$ cat src/rtl/fsc_pkg.sv
package fsc_pkg;
  localparam int ADDR_W = 12;

  typedef struct packed {
    logic              valid;
    logic              wr;
    logic [ADDR_W-1:0] tok;
  } slot_t;
endpackage

$ cat src/rtl/fsc_stage.sv
module fsc_stage
  import fsc_pkg::*;
(
  input  logic  clk,
  input  logic  rst,
  input  slot_t d,
  output slot_t q
);
  always_ff @(posedge clk) begin
    if (rst) begin
      q <= '0;
    end else begin
      q <= d;
    end
  end

  AST_STAGE_ADVANCE: assert property (@(posedge clk) disable iff (rst)
    d.valid |=> q.valid);
endmodule

$ cat src/rtl/fsc_port_arb.sv
module fsc_port_arb
  import fsc_pkg::*;
#(
  parameter logic [ADDR_W-1:0] DATA_BASE = 12'h800
) (
  input  logic              clk,
  input  logic              rst,
  input  logic              instr_avail,
  input  logic [ADDR_W-1:0] pc,
  input  slot_t             wb,
  output logic              fetch_go,
  output logic              mem_en,
  output logic              mem_we,
  output logic [ADDR_W-1:0] mem_addr
);
  logic wb_store;

  always_comb begin
    wb_store = wb.valid & wb.wr;
    fetch_go = instr_avail & ~wb_store;
    mem_en   = wb_store | fetch_go;
    mem_we   = wb_store;
    mem_addr = wb_store ? (DATA_BASE + wb.tok) : pc;
  end

  AST_WB_WINS: assert property (@(posedge clk) disable iff (rst)
    (wb.valid && wb.wr) |-> (mem_we && !fetch_go));
  AST_REG_NO_BLOCK: assert property (@(posedge clk) disable iff (rst)
    (instr_avail && !(wb.valid && wb.wr)) |-> (fetch_go && mem_en && !mem_we));
  AST_IDLE_NO_REQ: assert property (@(posedge clk) disable iff (rst)
    (!instr_avail && !(wb.valid && wb.wr)) |-> !mem_en);
  AST_SINGLE_ACCESS: assert property (@(posedge clk) disable iff (rst)
    fetch_go |-> (mem_addr == pc && !mem_we));
endmodule

$ cat src/rtl/fsc_counters.sv
module fsc_counters #(
  parameter int CNT_W = 16
) (
  input  logic             clk,
  input  logic             rst,
  input  logic             retire,
  output logic [CNT_W-1:0] cycle_cnt,
  output logic [CNT_W-1:0] retired_cnt
);
  always_ff @(posedge clk) begin
    if (rst) begin
      cycle_cnt   <= '0;
      retired_cnt <= '0;
    end else begin
      cycle_cnt <= cycle_cnt + CNT_W'(1);
      if (retire) retired_cnt <= retired_cnt + CNT_W'(1);
    end
  end

  AST_RETIRE_STEP: assert property (@(posedge clk) disable iff (rst)
    retire |=> (retired_cnt == $past(retired_cnt) + CNT_W'(1)));
  AST_RETIRE_HOLD: assert property (@(posedge clk) disable iff (rst)
    !retire |=> $stable(retired_cnt));
endmodule

$ cat src/rtl/fetch_stall_ctrl.sv
module fetch_stall_ctrl
  import fsc_pkg::*;
#(
  parameter int                N_STAGE   = 4,
  parameter int                CNT_W     = 16,
  parameter logic [ADDR_W-1:0] DATA_BASE = 12'h800
) (
  input  logic                      clk,
  input  logic                      rst,
  input  logic                      instr_avail,
  input  logic                      instr_wr,
  output logic                      fetch_ack,
  output logic                      mem_en,
  output logic                      mem_we,
  output logic [ADDR_W-1:0]         mem_addr,
  output logic [N_STAGE-1:0]        stg_valid,
  output logic [N_STAGE*ADDR_W-1:0] stg_tok,
  output logic [CNT_W-1:0]          cycle_cnt,
  output logic [CNT_W-1:0]          retired_cnt
);
  localparam int LAST = N_STAGE - 1;

  logic [ADDR_W-1:0] pc_q;
  logic              fetch_go;
  slot_t             lane [N_STAGE];

  fsc_port_arb #(.DATA_BASE(DATA_BASE)) u_arb (
    .clk        (clk),
    .rst        (rst),
    .instr_avail(instr_avail),
    .pc         (pc_q),
    .wb         (lane[LAST]),
    .fetch_go   (fetch_go),
    .mem_en     (mem_en),
    .mem_we     (mem_we),
    .mem_addr   (mem_addr)
  );

  always_ff @(posedge clk) begin
    if (rst) begin
      pc_q <= '0;
    end else if (fetch_go) begin
      pc_q <= pc_q + ADDR_W'(1);
    end
  end

  assign lane[0] = '{valid: fetch_go, wr: instr_wr & fetch_go, tok: pc_q};

  for (genvar k = 0; k < LAST; k++) begin : g_pipe
    fsc_stage u_stage (
      .clk(clk),
      .rst(rst),
      .d  (lane[k]),
      .q  (lane[k+1])
    );
  end

  for (genvar k = 0; k < N_STAGE; k++) begin : g_out
    assign stg_valid[k]                  = lane[k].valid;
    assign stg_tok[k*ADDR_W +: ADDR_W]   = lane[k].tok;
  end

  assign fetch_ack = fetch_go;

  fsc_counters #(.CNT_W(CNT_W)) u_cnt (
    .clk        (clk),
    .rst        (rst),
    .retire     (lane[LAST].valid),
    .cycle_cnt  (cycle_cnt),
    .retired_cnt(retired_cnt)
  );

  AST_BUBBLE: assert property (@(posedge clk) disable iff (rst)
    !fetch_go |=> !lane[1].valid);
  AST_PC_HOLD: assert property (@(posedge clk) disable iff (rst)
    !fetch_go |=> $stable(pc_q));
  AST_PC_STEP: assert property (@(posedge clk) disable iff (rst)
    fetch_go |=> (lane[1].tok == $past(pc_q)));
  AST_ONE_ACCESS: assert property (@(posedge clk) disable iff (rst)
    (lane[LAST].valid && lane[LAST].wr) |-> (mem_addr == DATA_BASE + lane[LAST].tok));
endmodule

$ cat config.mk
export PLATFORM = sky130hd
export DESIGN_NAME = fetch_stall_ctrl
export DESIGN_NICKNAME = d
export VERILOG_FILES = /design/src/rtl/fsc_pkg.sv /design/src/rtl/fsc_stage.sv /design/src/rtl/fsc_port_arb.sv /design/src/rtl/fsc_counters.sv /design/src/rtl/fetch_stall_ctrl.sv
export SDC_FILE = /design/constraint.sdc
export NUM_CORES = 1
export LEC_CHECK = 0
export CAP_MARGIN = 20
export CORE_ASPECT_RATIO = 0.6
export CORE_MARGIN = 2
export CORE_UTILIZATION = 44
export CTS_BUF_LIST = sky130_fd_sc_hd__clkbuf_4 sky130_fd_sc_hd__clkbuf_8
export DETAILED_ROUTE_END_ITERATION = 8
export GPL_TIMING_DRIVEN = 0
export PLACE_DENSITY = 0.87
export SYNTH_ARGS = -nofsm -noshare
export SYNTH_HDL_FRONTEND = slang
export SYNTH_SLANG_ARGS = --single-unit
$ cat constraint.sdc
create_clock -name clk -period 1.3 [get_ports clk]
set_input_delay 0.26 -clock clk [delete_from_list [all_inputs] [get_ports clk]]
set_output_delay 0.26 -clock clk [all_outputs]
set_load 0.01 [all_outputs]
; ---- Word-level counts from Yosys, hierarchy flattened
; Cells that the tools add are included.
[classes]
n_addsub = 4
mux = 1
n_bitwise = 5
[ops]
columns = cell, n
row1 = $add A16 B1 Y16 const B, 2
row2 = $add A12 B1 Y12 const B, 1
row3 = $add A12 B12 Y12 const A, 1
row4 = $mux W12, 1
row5 = $and A1 B1 Y1, 3
row6 = $not A1 Y1, 1
row7 = $or A1 B1 Y1, 1
[word_totals]
register_bits = 86
out_inout_bits = 99

; ---- Longest topological paths before layout
[logic_depth]
word_depth = 4
depth_mapped = 7
ltp_nobuf = 6

; ---- By module
; Synthesis repeated with hierarchy kept, for this count alone.
[unflattened]
cells_unflattened = 334
hier_area_um2 = 3495.9
[by_module_without_submodules]
columns = module, instances, cells_per_inst, area_each_um2, seq_area_each_um2
row1 = fsc_counters, 1, 157, 1442.6, 640.6
row2 = fsc_stage, 3, 29, 407.9, 280.3
row3 = fetch_stall_ctrl, 1, 72, 635.6, 240.2
row4 = fsc_port_arb, 1, 18, 193.9, 0.0

; ---- Least setup slack after synthesis
; No wires, ideal clock.
[synth_timing]
kind = reg-to-output
startpoint = register g_pipe[2].u_stage.q[13] in the netlist's numbering
endpoint = output port mem_addr[10]
arrival_time_ns = 1.211
t_required_ns = 1.040
path_slack_ns = -0.171
stages_incl_launch_ff = 5
n_path_buf = 2
cell_sequence = dfxtp_1 > buf_6 > nand2_8 > clkbuf_1 > mux2_2
[synth_via]
elab_chain_len = 2
[synth_rtl]
columns = item, line
row1 = start: declaration, fsc_stage.sv:7  ; output slot_t q
row2 = start signal: assignment, fsc_stage.sv:11  ; q <= '0;
row3 = start signal: assignment, fsc_stage.sv:13  ; q <= d;
row4 = $and A1 B1 Y1, fsc_port_arb.sv:19  ; wb_store = wb.valid & wb.wr;
row5 = $mux W12, fsc_port_arb.sv:23  ; mem_addr = wb_store ? (DATA_BASE + wb.tok) : pc;
row6 = end: declaration, fetch_stall_ctrl.sv:15  ; output logic [ADDR_W-1:0] mem_addr,
; Every way passes these cells.

; ---- Final worst setup path
[layout_timing]
startpoint = register g_pipe[2].u_stage.q[13] in the netlist's numbering
endpoint = output port mem_addr[5]
; Same word-level chain as after synthesis.

==> results.py <==
metrics = {
    "synth": {
        "ys_seq_elements": 86,
        "async_reset_ff_share_pct": 0,
        "syn-cell-area_mm2": 0.00363,
        "synth_edf_count": 0,
        "ys_types": 37,
        "yosysWarnings": 0,
        "syn_avg_cell_area_um2": 9.79,
        "ys.flop_type": "dfxtp_1",
        "synth_cells": 371,
        "synth.area.top_cells": "dfxtp_1 47%, buf_4 11%, nor2b_1 7.2%",
        "synth_top_area_share_pct": 47.4,
        "seq_area_frac_synth_pct": 47.4,
        "post-synth-top-count-cell": "dfxtp_1",
        "ys_top_cells_by_count": "86 x dfxtp_1, 52 x buf_4, 42 x nor2b_1",
        "syn_nets": 378,
        "synth_largest_area_cell": "dfxtp_1",
    },
    "clocking": {
        "cts_inserted_buffers": 9,
        "cts.clk_slew.worst_paths_ps": 70,
        "clk_latency_ps": 350,
        "clock_sinks": 86,
        "cts-htree-levels": 3,
        "cts.path.max_buffers": 2,
        "cts_tree": "built",
        "cts_root_buffer": "clkbuf_8",
    },
    "critical_path": {
        "critical_path_class": "flip-flop to output port",
        "path_cells": "buf_6, nand2_8, clkbuf_16, mux2_4, buf_6",
        "critPathSlowestCell": "dfxtp_2",
        "worst_ep_arrival_time_ps": 1460,
        "cp_max_fo": 5,
        "crit_path_frequent_cell": "buf_6",
        "r2r-start": "g_pipe[2].u_stage.q[13]",
        "ff2ff_setup_slack_ps": -300,
        "rr_endpoint": "pc_q[11]",
        "slowest_delay_ps": 340,
        "startpoint": "g_pipe[2].u_stage.q[13]",
        "crit_end": "mem_addr[5]",
        "end_kind": "output port",
        "critPathRequiredTime_ps": 1040,
        "cp-start-kind": "flip-flop",
        "rr_worst_depth": 9,
    },
    "timing": {
        "drv_slew": 0,
        "setup-tns-final_ps": -7970,
        "fmax_mhz": 581,
        "worstMarginPinSlew_ps": 261,
        "fin_crit_ps": 1720,
        "hold_viol_final": 0,
        "slew_headroom_pct": 82.4,
        "finalWorstSetupSlack_ps": -421,
        "whs_ps": 437,
        "rsz0062_at_grt": "yes",
        "setup_violations": 35,
        "fin_crit_sh_pct": 132,
        "finalClockSkew_ps": 8.17,
    },
    "grt": {
        "grt_pass1_wl_mm": 14.5,
        "grt_pass1_vias": 2882,
        "grt_max_degree": 14,
        "track_usage_pct": 21.2,
        "grt_overflow": 0,
        "antenna_found_initial": 0,
    },
    "placement": {
        "portBuffers": 102,
        "gp_congestion": 0.813,
        "hpwlAfterDp_mm": 6.23,
        "dpl_worst_slack_ps": -685,
    },
    "routing": {
        "drc": 0,
        "avgRoutedWirePerCell_um": 15.3,
        "wl_met1_mm": 4.34,
        "drtIter0Drc": 98,
        "dr_total_vias": 3037,
        "wl_met2_mm": 4.61,
        "wl_met3_um": 544,
        "drt-total-wl_mm": 9.66,
        "postRouteAntennaNets": 0,
        "vias_per_cell": 4.82,
        "firstDrtPassIters": 5,
        "top_layer_used": "met4",
    },
    "final_layout": {
        "nets": 524,
        "antenna_cells": 0,
        "area_delta_synth_final_pct": 51.2,
        "drive_gt1_share_pct": 56.9,
    },
    "power": {
        "leakagePower_uw": 0.00255,
        "vdd.ir_drop.worst_v": 0.000635,
        "power_density_mw_per_mm2": 872,
    },
    "outcome": {
        "violations": "negative setup slack",
        "status": "complete, but fails checks",
    },
    "floorplanning": {
        "core-area_mm2": 0.00795,
        "ios": 103,
        "initial_core_util_pct": 45.7,
        "die_h_um": 74.4,
        "rows": 25,
        "dieWidth_um": 121,
        "dieArea_mm2": 0.00902,
    },
    "flow_run": {
        "drv_cap": 0,
    },
    "min_path": {
        "hp-class": "flip-flop to flip-flop",
    },
}
[routing by layer]
layer	track usage [%]	vias up
met5	0	-
met4	6.77	0
met3	6.52	28
met2	35.2	99
met1	27.0	1437
li1	-	1473
[layout by cell type (no fill, tap or decap), types with 17 or more instances in the layout]
cell             instances
dfxtp_2                 34
buf_6                   28
dfxtp_1                 27
nor2b_1                 42
nor2_1                  36
dfxtp_4                 25
buf_4                   73
clkdlybuf4s15_1         19
xnor2_1                 17
clkbuf_2                36
buf_2                   24
[state kept, by name, summed over array words and instances (netlist names)]
signal	flops
g_pipe.u_stage.q	42
pc_q	12
u_cnt.cycle_cnt	16
u_cnt.retired_cnt	16
[worst min path at each step]
stage / startpoint / endpoint / cells past startpoint
floorplan: instr_wr / g_pipe[0].u_stage.q[12] / 1
global placement: g_pipe[1].u_stage.q[12] / g_pipe[2].u_stage.q[12] / 1
detailed placement: g_pipe[0].u_stage.q[12] / g_pipe[1].u_stage.q[12] / 1
CTS: g_pipe[1].u_stage.q[12] / g_pipe[2].u_stage.q[12] / 1
global route: g_pipe[1].u_stage.q[12] / g_pipe[2].u_stage.q[12] / 1
finish: g_pipe[1].u_stage.q[12] / g_pipe[2].u_stage.q[12] / 1
[metrics by stage]
step / util (%) / power, µW / instance area [µm²] / instances
floorplan: - / 2920 / 3740 / 371
global placement: 61.7 / 3060 / 4900 / 581
detailed placement: 61.7 / 3060 / 4900 / 581
CTS: 69.3 / 4830 / 5510 / 622
global route: 69.1 / 4970 / 5490 / 630
finish: 69.1 / 4790 / 5490 / 630
[report_power, final]
part | switching (µW) | internal (µW) | leakage, µW | total, µW
Clock | 900 | 867 | 0.0000988 | 1770
Sequential | 33.4 | 2630 | 0.000731 | 2660
Combinational | 178 | 182 | 0.00172 | 360
Total | 1110 | 3670 | 0.00255 | 4790
[cells by family (layout without fill, tap and decap cells)]
kind of cell / count (synthesis) / count (layout) / share of synthesized area, %
flops: 86 / 86 / 47.4
xor+xnor: 31 / 31 / 7.48
mux: 13 / 13 / 4.00
simple gates: 154 / 154 / 24.9
compound gates: 13 / 13 / 1.96
buf+inv: 71 / 222 / 13.2
fa+ha+maj: 3 / 3 / 1.03
[timing repair]
action	4_1_cts	5_1_grt
buffers inserted	27	12
pin swaps	10	15
hold endpoints to repair	0	0
cloned	1	1
endpoints found under the setup margin	177	117
hold buffers	0	0
resized for setup	355	102
[layout make-up]
class	count	area, µm²
plain buffers	62	483
clock buffers	13	173
clock inverters	3	17.5
fillers	621	2450
inverters	6	33.8
multi-input cells	214	1700
flip-flops and latches	86	1860
well taps	108	135
repair buffers	138	1090
[worst max-delay path, delay by kind of cell, from the launching register on]
family / cells / cell delay (ps)
simple gates: 1 / 60
mux: 1 / 300
flops: 1 / 340
buf+inv: 3 / 400
No activity file was read; power rests on OpenSTA's default activity.
